==> src/rtl/vcocal_pkg.sv <==
// Shared types and constants for the oscillator band calibration block.
// Assumes calibration scale codes use bit 3 as "divide" and bits 2:0 as log2.
package vcocal_pkg;

    typedef enum logic [1:0] {
        ST_IDLE  = 2'd0,
        ST_VSCAN = 2'd1,
        ST_TSCAN = 2'd2,
        ST_TEST  = 2'd3
    } cal_state_t;

    // Longest permitted runs, in calibration periods
    localparam int AUTO_BUDGET  = 46;
    localparam int FIXED_BUDGET = 34;

    // Map a scale code to log2 of the period; multiply codes clamp to x1
    function automatic logic [2:0] scale_shift(input logic [3:0] code);
        return code[3] ? code[2:0] : 3'd0;
    endfunction

endpackage

==> src/rtl/vcocal_tick_gen.sv <==
// Calibration clock generator: emits a one-cycle tick at the end of every
// calibration period. Period is 2^shift comparison cycles, latched on restart.
// Assumes restart is a single-cycle pulse; restart realigns the phase.
module vcocal_tick_gen
    import vcocal_pkg::*;
#(
    parameter int MAX_LOG2 = 7
) (
    input  logic       clk,
    input  logic       rst_n,
    input  logic       restart,
    input  logic [3:0] scale_code,
    output logic       tick
);

    logic [MAX_LOG2-1:0] div_cnt;
    logic [MAX_LOG2-1:0] last_q;
    logic [2:0]          shift_raw;
    logic [MAX_LOG2:0]   one_hot;

    // Clamp the requested shift to what the divider can hold
    always_comb begin
        shift_raw = scale_shift(scale_code);
        if (int'(shift_raw) > MAX_LOG2)
            one_hot = (MAX_LOG2+1)'(1) << MAX_LOG2;
        else
            one_hot = (MAX_LOG2+1)'(1) << shift_raw;
    end

    assign tick = (div_cnt == last_q);

    // Latch the period on restart and count through it
    always_ff @(posedge clk) begin
        if (!rst_n) begin
            div_cnt <= '0;
            last_q  <= '0;
        end else if (restart) begin
            div_cnt <= '0;
            last_q  <= MAX_LOG2'(one_hot - (MAX_LOG2+1)'(1));
        end else if (tick) begin
            div_cnt <= '0;
        end else begin
            div_cnt <= div_cnt + MAX_LOG2'(1);
        end
    end

endmodule

==> src/rtl/vcocal_freq_meter.sv <==
// Gated pulse counter: tallies divider pulses within one calibration period.
// meas_val/meas_ovf are valid in the tick cycle and include that cycle's pulse.
// Assumes at most one pulse per comparison clock; saturates instead of wrapping.
module vcocal_freq_meter #(
    parameter int CNT_W = 18
) (
    input  logic             clk,
    input  logic             rst_n,
    input  logic             clear,
    input  logic             tick,
    input  logic             pulse,
    output logic [CNT_W-1:0] meas_val,
    output logic             meas_ovf
);

    logic [CNT_W-1:0] cnt_q;
    logic             ovf_q;
    logic             full;

    // Saturating next count and sticky overflow for the current window
    always_comb begin
        full     = &cnt_q;
        meas_val = (pulse && !full) ? cnt_q + CNT_W'(1) : cnt_q;
        meas_ovf = ovf_q | (pulse & full);
    end

    // Restart the window on clear or tick, else accumulate
    always_ff @(posedge clk) begin
        if (!rst_n || clear || tick) begin
            cnt_q <= '0;
            ovf_q <= 1'b0;
        end else begin
            cnt_q <= meas_val;
            ovf_q <= meas_ovf;
        end
    end

endmodule

==> src/rtl/vcocal_sar_step.sv <==
// One successive-approximation step on the trim code: resolves the bit under
// trial (keep or clear) and proposes the next trial with the next lower bit set.
// Assumes the trial code already has bit_idx set and lower bits clear.
module vcocal_sar_step #(
    parameter int TRIM_W = 6,
    parameter int BIT_W  = 3
) (
    input  logic [TRIM_W-1:0] trial,
    input  logic [BIT_W-1:0]  bit_idx,
    input  logic              keep,
    output logic [TRIM_W-1:0] resolved,
    output logic [TRIM_W-1:0] next_trial
);

    for (genvar i = 0; i < TRIM_W; i++) begin : g_bit
        // Decide the bit under test, pass the others through
        assign resolved[i] = (BIT_W'(i) == bit_idx) ? (trial[i] & keep) : trial[i];
        // Set the next lower bit as the new trial
        assign next_trial[i] = resolved[i] |
                               ((bit_idx != '0) && (BIT_W'(i) == bit_idx - BIT_W'(1)));
    end

endmodule

==> src/rtl/vco_band_cal.sv <==
// Oscillator band calibration controller. It picks an oscillator and a trim code
// by comparing gated divider counts with a target count. It also offers bypass
// and a frequency-counter test mode.
// Assumes div_pulse is synchronous to clk and a start pulse lasts one cycle.
module vco_band_cal
    import vcocal_pkg::*;
#(
    parameter int OSC_W    = 2,
    parameter int TRIM_W   = 6,
    parameter int CNT_W    = 18,
    parameter int TCNT_W   = 18,
    parameter int MAX_LOG2 = 7
) (
    input  logic              clk,
    input  logic              rst_n,
    input  logic              cal_start,
    input  logic              fixed_osc_mode,
    input  logic              cal_bypass,
    input  logic [OSC_W-1:0]  man_osc,
    input  logic [TRIM_W-1:0] man_trim,
    input  logic [3:0]        clk_scale,
    input  logic [CNT_W-1:0]  target_cnt,
    input  logic              div_pulse,
    input  logic              test_en,
    input  logic              test_edge_min,
    output logic [OSC_W-1:0]  osc_sel,
    output logic [TRIM_W-1:0] trim_code,
    output logic              cal_done,
    output logic              cal_err,
    output logic [TCNT_W-1:0] test_count,
    output logic              force_fmax,
    output logic              force_fmin
);

    localparam int BIT_W = (TRIM_W > 1) ? $clog2(TRIM_W) : 1;
    localparam logic [OSC_W-1:0]  LAST_OSC = '1;
    localparam logic [TRIM_W-1:0] MID_TRIM = TRIM_W'(1) << (TRIM_W - 1);
    localparam logic [BIT_W-1:0]  TOP_BIT  = BIT_W'(TRIM_W - 1);

    cal_state_t        state_q;
    logic [OSC_W-1:0]  osc_q, pick_q;
    logic [TRIM_W-1:0] trim_q;
    logic [BIT_W-1:0]  bit_q;
    logic              found_q, done_q, err_q, fmax_q, fmin_q;
    logic [TCNT_W-1:0] tcount_q;

    logic              cal_tick;
    logic [CNT_W-1:0]  meas_val;
    logic              meas_ovf;
    logic              meas_hit, meas_keep;
    logic [TRIM_W-1:0] sar_resolved, sar_next;

    vcocal_tick_gen #(.MAX_LOG2(MAX_LOG2)) u_tick (
        .clk        (clk),
        .rst_n      (rst_n),
        .restart    (cal_start),
        .scale_code (clk_scale),
        .tick       (cal_tick)
    );

    vcocal_freq_meter #(.CNT_W(CNT_W)) u_meter (
        .clk      (clk),
        .rst_n    (rst_n),
        .clear    (cal_start),
        .tick     (cal_tick),
        .pulse    (div_pulse),
        .meas_val (meas_val),
        .meas_ovf (meas_ovf)
    );

    vcocal_sar_step #(.TRIM_W(TRIM_W), .BIT_W(BIT_W)) u_sar (
        .trial      (trim_q),
        .bit_idx    (bit_q),
        .keep       (meas_keep),
        .resolved   (sar_resolved),
        .next_trial (sar_next)
    );

    // Compare the finished window against the target
    always_comb begin
        meas_hit  = (meas_val >= target_cnt);
        meas_keep = (meas_val <= target_cnt);
    end

    // Calibration sequencer: start decode, oscillator scan, trim search, test mode
    always_ff @(posedge clk) begin
        if (!rst_n) begin
            state_q  <= ST_IDLE;
            osc_q    <= '0;
            pick_q   <= '0;
            trim_q   <= '0;
            bit_q    <= '0;
            found_q  <= 1'b0;
            done_q   <= 1'b0;
            err_q    <= 1'b0;
            fmax_q   <= 1'b0;
            fmin_q   <= 1'b0;
            tcount_q <= '0;
        end else if (cal_start) begin
            done_q   <= 1'b0;
            err_q    <= 1'b0;
            tcount_q <= '0;
            found_q  <= 1'b0;
            pick_q   <= '0;
            fmax_q   <= 1'b0;
            fmin_q   <= 1'b0;
            if (test_en) begin
                state_q <= ST_TEST;
                osc_q   <= man_osc;
                trim_q  <= man_trim;
                fmax_q  <= !test_edge_min;
                fmin_q  <= test_edge_min;
            end else if (cal_bypass) begin
                state_q <= ST_IDLE;
                osc_q   <= man_osc;
                trim_q  <= man_trim;
                done_q  <= 1'b1;
            end else if (fixed_osc_mode) begin
                state_q <= ST_TSCAN;
                osc_q   <= man_osc;
                trim_q  <= MID_TRIM;
                bit_q   <= TOP_BIT;
            end else begin
                state_q <= ST_VSCAN;
                osc_q   <= '0;
                trim_q  <= MID_TRIM;
            end
        end else begin
            case (state_q)
                ST_VSCAN: begin
                    if (cal_tick) begin
                        if (meas_ovf) begin
                            state_q <= ST_IDLE;
                            err_q   <= 1'b1;
                            done_q  <= 1'b1;
                            osc_q   <= '0;
                            trim_q  <= '0;
                        end else if (osc_q == LAST_OSC) begin
                            osc_q   <= found_q ? pick_q : LAST_OSC;
                            trim_q  <= MID_TRIM;
                            bit_q   <= TOP_BIT;
                            state_q <= ST_TSCAN;
                        end else begin
                            if (!found_q && meas_hit) begin
                                found_q <= 1'b1;
                                pick_q  <= osc_q;
                            end
                            osc_q <= osc_q + OSC_W'(1);
                        end
                    end
                end
                ST_TSCAN: begin
                    if (cal_tick) begin
                        if (meas_ovf) begin
                            state_q <= ST_IDLE;
                            err_q   <= 1'b1;
                            done_q  <= 1'b1;
                            osc_q   <= '0;
                            trim_q  <= '0;
                        end else if (bit_q == '0) begin
                            trim_q  <= sar_resolved;
                            done_q  <= 1'b1;
                            state_q <= ST_IDLE;
                        end else begin
                            trim_q <= sar_next;
                            bit_q  <= bit_q - BIT_W'(1);
                        end
                    end
                end
                ST_TEST: begin
                    if (!test_en) begin
                        state_q <= ST_IDLE;
                        fmax_q  <= 1'b0;
                        fmin_q  <= 1'b0;
                    end else if (cal_tick) begin
                        tcount_q <= TCNT_W'(meas_val);
                        if (meas_ovf) err_q <= 1'b1;
                    end
                end
                default: state_q <= ST_IDLE;
            endcase
        end
    end

    assign osc_sel    = osc_q;
    assign trim_code  = trim_q;
    assign cal_done   = done_q;
    assign cal_err    = err_q;
    assign test_count = tcount_q;
    assign force_fmax = fmax_q;
    assign force_fmin = fmin_q;

endmodule

==> config.mk <==
export PLATFORM = sky130hd
export DESIGN_NAME = vco_band_cal
export DESIGN_NICKNAME = d
export VERILOG_FILES = /design/src/rtl/vcocal_pkg.sv /design/src/rtl/vcocal_tick_gen.sv /design/src/rtl/vcocal_freq_meter.sv /design/src/rtl/vcocal_sar_step.sv /design/src/rtl/vco_band_cal.sv
export SDC_FILE = /design/constraint.sdc
export NUM_CORES = 1
export LEC_CHECK = 0
export BUFFER_PORTS_ARGS = -buffer_cell sky130_fd_sc_hd__buf_2
export CORE_MARGIN = 2
export CORE_UTILIZATION = 35
export CTS_CLUSTER_DIAMETER = 120
export DETAILED_ROUTE_END_ITERATION = 10
export SYNTH_ARGS = -nofsm -noshare
export SYNTH_HDL_FRONTEND = slang
export SYNTH_HIERARCHICAL = 1
export SYNTH_SLANG_ARGS = --single-unit
==> constraint.sdc <==
create_clock -name clk -period 10.8 [get_ports clk]
set_clock_uncertainty 0.1 [all_clocks]
set_input_delay 1.62 -clock clk [delete_from_list [all_inputs] [get_ports clk]]
set_output_delay 1.62 -clock clk [all_outputs]
set_load 0.005 [all_outputs]
# Word level (Yosys, flattened, before mapping)

Index checks and enable logic that the tools add are counted.

Register bits after elaboration: 71
Logic and storage cells: 175

Add/sub/neg operators: 5
$lt $le $gt $ge: 2
Equality and inequality tests: 31
Shifts and indexed selects: 1
Muxes and demuxes: 71
Bitwise operators: 17
Reduce and logical (&&, ||, !) cells: 33

Operator list:

| cell                                                               | number |
|---|---|
| 6-bit 2-to-1 mux                                                   | 9 |
| 2-bit 2-to-1 mux                                                   | 21 |
| 3-bit 2-to-1 mux                                                   | 11 |
| 1-bit 2-to-1 mux                                                   | 23 |
| 3-bit != test (second input constant)                              | 7 |
| 18-bit by 1-bit adder with 18-bit output (second input constant)   | 1 |
| 18-bit >= comparator                                               | 1 |
| 18-bit less-or-equal comparator                                    | 1 |
| 18-bit 2-to-1 mux                                                  | 1 |
| 18-bit AND reduction                                               | 1 |
| 5-bit AND reduction                                                | 3 |
| 2-bit by 3-bit == test with 1-bit output (first input constant)    | 4 |
| 3-bit == test (first input constant)                               | 4 |
| 6-bit one-hot mux with 2 select lines                              | 1 |
| 10-bit AND reduction                                               | 1 |
| 1-bit logical AND                                                  | 8 |
| 2-bit != test (second input constant)                              | 4 |
| 4-bit != test (second input constant)                              | 2 |
| 4-bit AND reduction                                                | 2 |
| 7-bit by 1-bit adder with 7-bit output (second input constant)     | 1 |
| 1-bit AND                                                          | 7 |
| 7-bit == test                                                      | 1 |
| 1-bit OR                                                           | 7 |
| 1-bit by 3-bit << shifter with 7-bit output (first input constant) | 1 |
| 22 further kinds                                                   | 38 |

# Logic depth before layout (Yosys ltp)

Word-level depth: 13
Depth in mapped cells: 19

# Hierarchy

The synthesis kept the hierarchy.

By module, submodules not included:

| module            | times used | cells each | area an instance (um2) | seq. area each (um2) |
|---|---|---|---|---|
| vco_band_cal      | 1          | 297        | 2338.5                 | 760.7 |
| vcocal_freq_meter | 1          | 145        | 1186.1                 | 380.4 |
| vcocal_tick_gen   | 1          | 71         | 671.9                  | 280.3 |
| vcocal_sar_step   | 1          | 35         | 244.0                  | 0.0 |

# Worst setup path before layout

Ideal clock, no wire load.

Kind: in2reg
Start: in div_pulse
End: reg trim_q[5], in the netlist trim_code[5]
Data arrival time: 4.802 ns
Required time: 10.626 ns
Slack: 5.823 ns
Stages: 18
Cells stage by stage: and4_1 clkbuf_1 nand2_1 or4_1 nand2_1 ha_1 nand4_1 nor3_1 a221o_1 or2_1 o21ai_0 buf_6 and4bb_1 a211oi_2 mux2i_1 nand2_1 nand2_1 a31oi_1

Cells in the longest elaborated chain, start to end: 11
Elaborated cells between the ends (all ways): 17
Classes of those cells: order compare: 1; eq/ne: 1; mux: 9; bitwise: 4; reduce/logical: 2

Ends and longest elaborated chain:

| what                                  | RTL line                | text |
|---|---|---|
| start, declared                       | vco_band_cal.sv:23      | `input logic div_pulse,` |
| 1-bit logical AND                     | vcocal_freq_meter.sv:23 | `meas_val = (pulse && !full) ? cnt_q + CNT_W'(1) : cnt_q;` |
| 18-bit 2-to-1 mux                     | vcocal_freq_meter.sv:23 |  |
| net meas_val[14]                      | vco_band_cal.sv:48      | `logic [CNT_W-1:0] meas_val;` |
| 18-bit less-or-equal comparator       | vco_band_cal.sv:82      | `meas_keep = (meas_val <= target_cnt);` |
| net meas_keep                         | vco_band_cal.sv:50      | `logic meas_hit, meas_keep;` |
| 1-bit AND                             | vcocal_sar_step.sv:17   | `assign resolved[i] = (BIT_W'(i) == bit_idx) ? (trial[i] & keep) : trial[i];` |
| 1-bit 2-to-1 mux                      | vcocal_sar_step.sv:17   |  |
| 1-bit OR                              | vcocal_sar_step.sv:19   | `assign next_trial[i] = resolved[i] \|` |
| net sar_next[5]                       | vco_band_cal.sv:51      | `logic [TRIM_W-1:0] sar_resolved, sar_next;` |
| 6-bit 2-to-1 mux                      | vco_band_cal.sv:160     | `end else if (bit_q == '0) begin` |
| 6-bit 2-to-1 mux                      | vco_band_cal.sv:154     | `if (meas_ovf) begin` |
| 6-bit 2-to-1 mux                      | vco_band_cal.sv:153     | `if (cal_tick) begin` |
| 6-bit one-hot mux with 2 select lines | vco_band_cal.sv:129     | `case (state_q)` |
| 6-bit 2-to-1 mux                      | vco_band_cal.sv:99      | `end else if (cal_start) begin` |
| end signal, assigned                  | vco_band_cal.sv:110     | `trim_q <= man_trim;` |
| end signal, assigned                  | vco_band_cal.sv:161     | `trim_q <= sar_resolved;` |
| end signal, assigned                  | vco_band_cal.sv:165     | `trim_q <= sar_next;` |
| end, declared                         | vco_band_cal.sv:42      | `logic [TRIM_W-1:0] trim_q;` |

The timed path passes the listed nets, and every way through them passes these cells. The select of a mux whose other input is x is not followed.
A chain may end at the register's enable or synchronous reset.

# Worst setup path in the final report

Same ends and word-level chain as after synthesis.

==> reports/metrics.csv <==
metric,value,unit
status,completed,
post_cts resized,0,
CTS buffer count,9,
number of core rows,41,
largest net degree at the start of global routing,30,
CP Capture Type,register,
drt wl/cell,14.2,µm
Slew HR,0.282,
DPL Wire Length,8310,µm
met3 GRT Util,0.0363,
full die area,13600,µm²
Final Wtd Congestion,0.895,
RSZ-0062 raised after global routing,false,
ANT nets after route,0,
H-tree depth,3,
proportion of layout cells with a drive suffix above 1,0.166,
via count,4101,
Clock Tree Buf Depth,2,
"Reg clk slew, reported paths",0.06,ns
gr usage total,0.169,
max-slew violations,0,
Worst Path Arrival,5.97,ns
area growth from synthesis to layout,16.5,%
post-route DRC violation count,0,
clock sinks,71,
crit path kind,primary input to register,
synthesized area,4440,µm²
asr flop ratio synth,0,
hold buffers post-CTS,0,
GR peak layer,met2,
Worst Path Max Fanout,9,
number of global-route vias before repair,3811,
crit path to,trim_code[5]$_SDFFE_PN0P_,
Max VDD drop,0.0687,mV
layout net count,666,
Yosys reg bits,71,
die height,117,µm
setup tns final,0,ns
Port-buffer cells,67,
number of enable flip-flop cells after synthesis,0,
leakage,2.21,nW
DIE WIDTH,117,µm
Pwr Density,126,nW/µm²
setup violators final,0,
ANT cells,0,
share of the synthesized area in the top cell type,0.320,
Core Area,12500,µm²
leading area contributor after synthesis,dfxtp_1,
Tmin final,5.80,ns
"Distinct cells, synth",76,
r2r setup slk,5.73,ns
Yosys warnings,6,
Pre-antenna DRT Iters,4,
capturing point of the worst reg2reg path,trim_code[5]$_SDFFE_PN0P_,
final hold vios,0,
Final Cycle Share,0.537,
DR iter-0 viols,161,
later-pin clock latency in the skew report,0.34,ns
postcts setup bufs,0,
Slew @ Worst Pin,1.07,ns
Post-Syn Instances,548,
routing usage on met2,0.263,
Post-synth top flop,dfxtp_1,
Placed Instance Area,4860,µm²
CTS root buf,clkbuf_16,
Final Instance Area,5170,µm²
RR Startpoint,u_meter/cnt_q[0]$_SDFF_PP0_,
ranking of synthesized cells by area,"dfxtp_1 32%, ha_1 7.3%, nand2_1 6.7%, a21oi_1 6.1%, mux2i_1 4.3%",
Avg Inst Size Synth,8.10,µm²
CP startpoint kind,primary input,
Syn Nets,612,
Max Clock Freq,172,MHz
maxcap violations,0,
Hold Crit Class,register to register,
io pins,68,
Detailed Route WL,11100,µm
critical path startpoint,div_pulse,
first-pass GRT wire length,18200,µm
CTS tree,done,
Reg2Reg Depth,17,
Crit path required time,10.97,ns
Starting Density,0.355,
met1 global-route usage,0.229,
overflow left after global routing,0,
register area share after synthesis,0.320,
initial antenna violation count,0,
drt via density,5.26,
## synthesized netlist by cell type, types with 9 or more instances
library cell and instances:
a21oi_1 54, nand2b_1 16, ha_1 26, and3_1 9, inv_1 32, buf_2 11, o21ai_0 14, nor2_1 32
nand3_1 10, nand4_1 12, xor2_1 13, dfxtp_1 71, mux2i_1 19, nand2_1 79
## logic make-up after synthesis
family,share of synthesized area
simple gates,0.251
compound gates,0.216
flops,0.320
buf+inv,0.0580
fa+ha+maj,0.0733
mux,0.0487
xor+xnor,0.0335
## metal layers
layer,wire (µm),vias to the layer above
met5,0,-
met4,174,0
met3,462,14
met2,4880,76
met1,5560,1926
li1,-,2085
## critical path, cell delays in order
cell and delay, ns:
buf_2 0.12, nand3_1 0.14, nor4_1 0.57, nand4_1 0.25, xnor2_1 0.28, ha_1 0.30, nand4_1 0.17, nor3_1 0.08
a221o_1 0.34, or2_1 0.29, o21ai_0 0.86, and4bb_1 0.32, a211oi_2 0.20, mux2i_1 0.11, nand2_1 0.12, nand2_1 0.06
a31oi_1 0.16
## state kept, by name, summed over array words and instances (netlist names)
register        flops
found_q             1
state_q             2
u_tick/div_cnt      7
osc_sel             2
force_fmin          1
bit_q               3
test_count         18
u_meter/cnt_q      18
force_fmax          1
pick_q              2
u_tick/last_q       7
cal_done            1
u_meter/ovf_q       1
cal_err             1
trim_code           6
## area by class of cell
| class | count | area, µm² |
|---|---|---|
| clock buffers | 11 | 253 |
| clock inverters | 5 | 56.3 |
| fillers | 1280 | 7340 |
| inverters | 33 | 124 |
| multi-input cells | 419 | 2760 |
| flip-flops and latches | 71 | 1420 |
| well taps | 172 | 215 |
| repair buffers | 68 | 343 |
## where the power goes
| part | switching, W | leakage (nW) | internal (W) | total [W] |
|---|---|---|---|---|
| logic | 0.0000420 | 1.48 | 0.0000312 | 0.0000732 |
| registers | 0.00000716 | 0.575 | 0.000267 | 0.000274 |
| clock network | 0.000115 | 0.152 | 0.000191 | 0.000306 |
| total | 0.000164 | 2.21 | 0.000489 | 0.000653 |
## through the flow
stage / total power, W / hold slack, ns / setup WS (ns) / util / std cells
final: 0.000653 / 0.353 / 5.00 / 0.413 / 779
after global routing: 0.000680 / 0.372 / 4.73 / 0.413 / 779
after CTS: 0.000660 / 0.355 / 5.10 / 0.413 / 779
after detailed placement: 0.000353 / 0.346 / 4.73 / 0.389 / 763
after global placement: 0.000351 / 0.339 / 5.01 / 0.389 / 763
after floorplan: 0.000329 / 0.353 / 5.82 / - / 548
## worst min-delay path by stage
| stage | from | to | slack (ns) | cells past startpoint |
|---|---|---|---|---|
| final | test_count[0]$_SDFFE_PP0P_ | test_count[0]$_SDFFE_PP0P_ | 0.35 | 2 |
| after global routing | test_count[13]$_SDFFE_PP0P_ | test_count[13]$_SDFFE_PP0P_ | 0.37 | 2 |
| after CTS | test_count[13]$_SDFFE_PP0P_ | test_count[13]$_SDFFE_PP0P_ | 0.35 | 2 |
| after detailed placement | test_count[13]$_SDFFE_PP0P_ | test_count[13]$_SDFFE_PP0P_ | 0.35 | 2 |
| after global placement | test_count[4]$_SDFFE_PP0P_ | test_count[4]$_SDFFE_PP0P_ | 0.34 | 2 |
| after floorplan | test_count[0]$_SDFFE_PP0P_ | test_count[0]$_SDFFE_PP0P_ | 0.35 | 2 |
## layout by cell type, fill, tap and decap left out, drive strengths merged, types with 4 or more instances in the layout
cell type	n
o21ai	15
nand3	10
a21oi	56
nor3	7
and2	5
buf	68
o2bb2ai	8
nand4	13
a31oi	8
inv	33
nor2b	8
nand3b	4
nand2b	16
and3	11
dfxtp	71
and4	6
a21boi	4
o311ai	5
xnor2	4
nor3b	4
nor4	5
xor2	13
ha	26
clkbuf	11
nand2	79
or3b	4
o21a	4
nor2	32
a211oi	8
mux2i	19
Power figures use the tool's default switching activity.
